--- config.mk ---
export PLATFORM = sky130hd
export DESIGN_NAME = status_flags
export DESIGN_NICKNAME = d
export VERILOG_FILES = /design/src/rtl/status_flags_pkg.sv /design/src/rtl/flag_calc.sv /design/src/rtl/flag_store.sv /design/src/rtl/flag_bus.sv /design/src/rtl/status_flags.sv
export SDC_FILE = /design/constraint.sdc
export NUM_CORES = 1
export LEC_CHECK = 0
export CAP_MARGIN = 10
export CORE_AREA = 2 2 39 41
export DETAILED_ROUTE_END_ITERATION = 10
export DIE_AREA = 0 0 41 43
export DONT_BUFFER_PORTS = 1
export GPL_TIMING_DRIVEN = 1
export HOLD_SLACK_MARGIN = 0.12
export PLACE_DENSITY = 0.53
export SLEW_MARGIN = 20
export SYNTH_ARGS = -nofsm -noshare
export SYNTH_HDL_FRONTEND = slang
export SYNTH_HIERARCHICAL = 1
export SYNTH_SLANG_ARGS = --single-unit
--- constraint.sdc ---
create_clock -name clk -period 2.4 [get_ports clk]
set_input_delay 0.24 -clock clk [delete_from_list [all_inputs] [get_ports clk]]
set_output_delay 0.24 -clock clk [all_outputs]
set_load 0.01 [all_outputs]
--- src/rtl/status_flags_pkg.sv ---
// Shared types and bit layout for the status flag register.
package status_flags_pkg;

    localparam int BYTE_W = 8;
    // Bus bit positions; a branch unit decodes these, so they are fixed.
    localparam int POS_S  = 7;
    localparam int POS_Z  = 6;
    localparam int POS_K  = 5;
    localparam int POS_AC = 4;
    localparam int POS_NA = 3;
    localparam int POS_P  = 2;
    localparam int POS_V  = 1;
    localparam int POS_C  = 0;

    typedef struct packed {
        logic s;
        logic z;
        logic k;
        logic ac;
        logic p;
        logic v;
        logic c;
    } flags_t;

    // Places the stored flags at their bus positions, with the unused bit at zero.
    function automatic logic [BYTE_W-1:0] to_byte(flags_t f);
        logic [BYTE_W-1:0] b;
        b         = '0;
        b[POS_S]  = f.s;
        b[POS_Z]  = f.z;
        b[POS_K]  = f.k;
        b[POS_AC] = f.ac;
        b[POS_P]  = f.p;
        b[POS_V]  = f.v;
        b[POS_C]  = f.c;
        return b;
    endfunction

    // Pulls the stored flags out of a bus byte; the unused bit is dropped.
    function automatic flags_t from_byte(logic [BYTE_W-1:0] b);
        flags_t f;
        f.s  = b[POS_S];
        f.z  = b[POS_Z];
        f.k  = b[POS_K];
        f.ac = b[POS_AC];
        f.p  = b[POS_P];
        f.v  = b[POS_V];
        f.c  = b[POS_C];
        return f;
    endfunction

endpackage

--- src/rtl/flag_calc.sv ---
// Computes candidate flag values from one ALU result.
// Assumes: the carries into and out of the top bit are supplied by the ALU.
module flag_calc #(
    parameter int DW = 8
) (
    input  logic [DW-1:0] res,
    input  logic          cy_in_top,
    input  logic          cy_out_top,
    output logic          sign,
    output logic          parity_even,
    output logic          ovf,
    output logic          less
);
    localparam int MSB = DW - 1;

    // Derives sign, parity, signed overflow and signed less-than.
    always_comb begin
        sign        = res[MSB];
        parity_even = ~(^res);
        ovf         = cy_in_top ^ cy_out_top;
        less        = res[MSB] ^ ovf;
    end

endmodule

--- src/rtl/flag_store.sv ---
// Holds the seven flags. Each group has its own enable, and a bus load overrides all of them.
// Assumes: the inputs are stable around the rising clock edge; reset is synchronous and active-low.
module flag_store
    import status_flags_pkg::*;
(
    input  logic   clk,
    input  logic   rst_n,
    input  logic   arith_we,
    input  logic   chain_zero,
    input  logic   k_we,
    input  logic   v_we,
    input  logic   cy_we,
    input  logic   load,
    input  flags_t load_val,
    input  logic   n_sign,
    input  logic   n_zero,
    input  logic   n_ac,
    input  logic   n_par,
    input  logic   n_k,
    input  logic   n_v,
    input  logic   n_c,
    output flags_t q
);
    logic z_next;

    // Selects a plain or chained zero result.
    always_comb begin
        z_next = chain_zero ? (q.z & n_zero) : n_zero;
    end

    // Register update: reset, then bus load, then per-group enables.
    always_ff @(posedge clk) begin
        if (!rst_n) begin
            q <= '0;
        end else if (load) begin
            q <= load_val;
        end else begin
            if (arith_we) begin
                q.s  <= n_sign;
                q.z  <= z_next;
                q.ac <= n_ac;
                q.p  <= n_par;
            end
            if (k_we) q.k <= n_k;
            if (v_we) q.v <= n_v;
            if (cy_we) q.c <= n_c;
        end
    end

    p_reset_clear_r1: assert property (@(posedge clk) !rst_n |=> q == '0);
    p_load_wins_r9: assert property (@(posedge clk) disable iff (!rst_n)
        load |=> q == $past(load_val));
    p_chain_and_r3: assert property (@(posedge clk) disable iff (!rst_n)
        (!load && arith_we && chain_zero) |=> q.z == ($past(q.z) & $past(n_zero)));
    p_chain_idle_r4: assert property (@(posedge clk) disable iff (!rst_n)
        (!load && !arith_we && chain_zero) |=> $stable(q.z));
    p_carry_hold_r8: assert property (@(posedge clk) disable iff (!rst_n)
        (!load && !cy_we) |=> $stable(q.c));
    p_k_hold_r8: assert property (@(posedge clk) disable iff (!rst_n)
        (!load && !k_we) |=> $stable(q.k));

endmodule

--- src/rtl/flag_bus.sv ---
// Presents the stored flags as a bus byte when read is requested; drives zero otherwise.
// Assumes: the consumer samples bus_out only while oe is high.
module flag_bus
    import status_flags_pkg::*;
(
    input  logic              clk,
    input  logic              rst_n,
    input  flags_t            q,
    input  logic              rd,
    output logic [BYTE_W-1:0] bus_out,
    output logic              oe
);
    // Gates the assembled byte onto the output.
    always_comb begin
        oe      = rd;
        bus_out = rd ? to_byte(q) : '0;
    end

    p_quiet_r10: assert property (@(posedge clk) disable iff (!rst_n)
        !rd |-> bus_out == '0);
    p_bit3_r10: assert property (@(posedge clk) disable iff (!rst_n)
        bus_out[POS_NA] == 1'b0);

endmodule

--- src/rtl/status_flags.sv ---
// Top level: status flag register with ALU-driven updates and bus load/read.
// Assumes: the carry flag's next value comes from a separate carry block.
module status_flags
    import status_flags_pkg::*;
(
    input  logic              clk,
    input  logic              rst_n,
    input  logic [BYTE_W-1:0] alu_res,
    input  logic              alu_zero,
    input  logic              alu_half_cy,
    input  logic              alu_cy6,
    input  logic              alu_cy7,
    input  logic              arith_we,
    input  logic              chain_zero,
    input  logic              k_we,
    input  logic              v_we,
    input  logic              cy_we,
    input  logic              cy_next,
    input  logic              bus_load,
    input  logic [BYTE_W-1:0] bus_in,
    input  logic              bus_rd,
    output logic [BYTE_W-1:0] bus_out,
    output logic              bus_oe
);
    logic   c_sign, c_par, c_ovf, c_less;
    flags_t q;
    flags_t load_val;

    // Unpacks the bus byte for a load.
    always_comb load_val = from_byte(bus_in);

    flag_calc #(.DW(BYTE_W)) u_calc (
        .res        (alu_res),
        .cy_in_top  (alu_cy6),
        .cy_out_top (alu_cy7),
        .sign       (c_sign),
        .parity_even(c_par),
        .ovf        (c_ovf),
        .less       (c_less)
    );

    flag_store u_store (
        .clk       (clk),
        .rst_n     (rst_n),
        .arith_we  (arith_we),
        .chain_zero(chain_zero),
        .k_we      (k_we),
        .v_we      (v_we),
        .cy_we     (cy_we),
        .load      (bus_load),
        .load_val  (load_val),
        .n_sign    (c_sign),
        .n_zero    (alu_zero),
        .n_ac      (alu_half_cy),
        .n_par     (c_par),
        .n_k       (c_less),
        .n_v       (c_ovf),
        .n_c       (cy_next),
        .q         (q)
    );

    flag_bus u_bus (
        .clk    (clk),
        .rst_n  (rst_n),
        .q      (q),
        .rd     (bus_rd),
        .bus_out(bus_out),
        .oe     (bus_oe)
    );

    p_sign_r2: assert property (@(posedge clk) disable iff (!rst_n)
        (!bus_load && arith_we) |=> bus_rd |-> bus_out[POS_S] == $past(alu_res[BYTE_W-1]));
    p_ovf_r5: assert property (@(posedge clk) disable iff (!rst_n)
        (!bus_load && v_we) |=> bus_rd |-> bus_out[POS_V] == ($past(alu_cy6) ^ $past(alu_cy7)));

endmodule

==> results.sh <==
export IMPL_status="completed"
export IMPL_clk_path_buf_depth=2
export IMPL_drtAntennaViolNets=0
export IMPL_startpoint_type="flop"
export IMPL_drv_cap=0
export IMPL_pin_count=39
export IMPL_grt_overflow_total=0
export IMPL_viasPerCell=4.884
export IMPL_gp_congestion=0.6135
export IMPL_path_clk_slew_ns=0.05
export IMPL_die_w_um=41
export IMPL_grt_max_degree=14
export IMPL_crit_type="flop to output pin"
export IMPL_placed_cells=64
export IMPL_hold_viol=0
export IMPL_vias=337
export IMPL_cts_root_buffer="clkbuf_4"
export IMPL_dieArea_sq_um=1763
export IMPL_areaGrowthSynthToFinish_pct=3.133
export IMPL_fillCellCount=153
export IMPL_drive_above_1_share=0.1321
export IMPL_numPortBuffers=0
export IMPL_setup_viol=0
export IMPL_critPathMaxFanout=2
export IMPL_power_density_nw_per_um2=598.7
export IMPL_grt_use_met1=0.1364
export IMPL_reg_top3="u_store/q x7"
export IMPL_instances_no_fill=69
export IMPL_path_buf_inv=0
export IMPL_final_nets=84
export IMPL_syn_cell_area_sq_um=479.2
export IMPL_grt_pass1_wl_mm=1.414
export IMPL_fin_worst_skew_ns=0
export IMPL_worstReg2RegStart="u_store/q[5]"
export IMPL_synth_avg_cell_area_sq_um=9.042
export IMPL_drt_wl_total_um=884
export IMPL_crit_cells=1
export IMPL_drv_slew=0
export IMPL_use_met2=0.1844
export IMPL_grt_antenna_before_repair=0
export IMPL_slowest_delay_ns=0.33
export IMPL_power_mw=0.2959
export IMPL_cts_tree="yes"
export IMPL_met3_usage=0.08377
export IMPL_start_util=0.3463
export IMPL_track_usage=0.1208
export IMPL_core_area_sq_um=1384
export IMPL_synth_nets=83
export IMPL_drc=0
export IMPL_rr_endpoint="u_store/q[5]"
export IMPL_rsz0062_at_grt="no"
export IMPL_mostFrequentLayoutCells="and2_1, xnor2_1, dfxtp_1"
export IMPL_holdWs_ns=0.1270
export IMPL_cp_end_kind="output pin"
export IMPL_peakVddDrop_mv=0.2710
export IMPL_p_leak_nw=0.1980
export IMPL_synth_cell_type_count=16
export IMPL_worstHoldPathType="input port to flop"
export IMPL_postSynthCellCount=53
export IMPL_cp_startpoint="u_store/q[5]"
export IMPL_wl_per_cell_um=12.81
export IMPL_clkSinkCount=7
export IMPL_hold_depth=2
export IMPL_diodes=0
export IMPL_min_period_over_period=0.4157
export IMPL_cts_buffers=3
export IMPL_die_h_um=43
export IMPL_crit_family="flip-flops"
export IMPL_h_tree_depth=1
export IMPL_tns_ns=0
export IMPL_seq_area_frac_synth=0.2924
export IMPL_post_route_min_period_ns=0.9976
export IMPL_cp_slowest_cell="dfxtp_1"
export IMPL_std_cell_rows=14
export IMPL_insertion_delay_ns=0.24
export IMPL_drtIter0Drc=2
export IMPL_largest_register_ffs=7
export IMPL_critical_path_arrival_ns=0.76
export IMPL_grt_pass1_vias=315
export IMPL_max_freq_ghz=1.002
export IMPL_largest_register="u_store/q"
export IMPL_critPathRequiredTime_ns=2.16
export IMPL_ys_ff_latch=7
export IMPL_rrSetupSlack_ns=1.77
export IMPL_hold_start="rst_n"
export IMPL_first_pass_iters=2
export IMPL_crit_path_cell_trace="and2_1"
export IMPL_cts_setup_buffers=0
export IMPL_rr_worst_depth=2
export IMPL_crit_end="bus_out[6]"
export IMPL_top_usage_layer="met2"
export IMPL_yosys_warnings=6
[cell families after synthesis]
group,Yosys count,synth area share
compound gates,14,0.1802
xor+xnor,9,0.1645
buf+inv,7,0.1018
flops,7,0.2924
mux,6,0.1253
other cells,1,0.007825
simple gates,9,0.1279
[power breakdown]
group          internal, mW  switching [mW]
registers             0.126         0.00373
logic                0.0334          0.0265
clock network        0.0634          0.0428
total                 0.223          0.0730
[worst min path at each step]
| stage | endpoint | slack, ns |
|---|---|---|
| 2_1_floorplan | u_store/q[0] | 0.38 |
| 3_3_place_gp | u_store/q[0] | 0.38 |
| 3_5_place_dp | u_store/q[1] | 0.39 |
| 4_1_cts | u_store/q[5] | 0.12 |
| 5_1_grt | u_store/q[0] | 0.13 |
| 6_report | u_store/q[3] | 0.13 |
[layer usage]
| metal | vias up | part of all wire |
|---|---|---|
| met1 | 149 | 0.39 |
| met5 | - | 0 |
| met2 | 15 | 0.52 |
| li1 | 173 | - |
| met3 | 0 | 0.094 |
| met4 | 0 | 0 |
[layout make-up]
cell class | count | area, sq um | share of cell area
clock buffer | 4 | 26.28 | 0.05316
multi-input combinational | 39 | 290.3 | 0.5873
tap | 16 | 20.02 | 0.04051
sequential | 7 | 140.1 | 0.2835
inverter | 2 | 7.507 | 0.01519
timing repair buffer | 1 | 10.01 | 0.02025
[cells in the mapped netlist, drive strengths merged]
master	count	area, sq um
and2	7	43.79
dfxtp	7	140.1
xnor2	7	61.31
a21oi	6	30.03
mux2i	6	60.06
o21ai	6	30.03
buf	5	41.29
inv	2	7.500
xor2	2	17.52
a21boi	1	11.26
conb	1	3.750
nand2	1	3.750
nor2b	1	13.76
o221ai	1	15.01
[metrics by stage]
stage | instance area [sq um] | setup WS (ns) | utilization
2_1_floorplan | 479.2 | 1.459 | -
3_3_place_gp | 457.9 | 1.404 | 0.3309
3_5_place_dp | 457.9 | 1.400 | 0.3309
4_1_cts | 494.2 | 1.387 | 0.3571
5_1_grt | 494.2 | 1.355 | 0.3571
6_report | 494.2 | 1.402 | 0.3571
[what timing repair did]
item / 4_1_cts / 5_1_grt
setup endpoints to repair: 0 / 0
resized for setup: 0 / 0
hold endpoints to repair: 1 / 0
hold buffers: 1 / 0
Note: power is estimated with default switching activity, not from simulation.
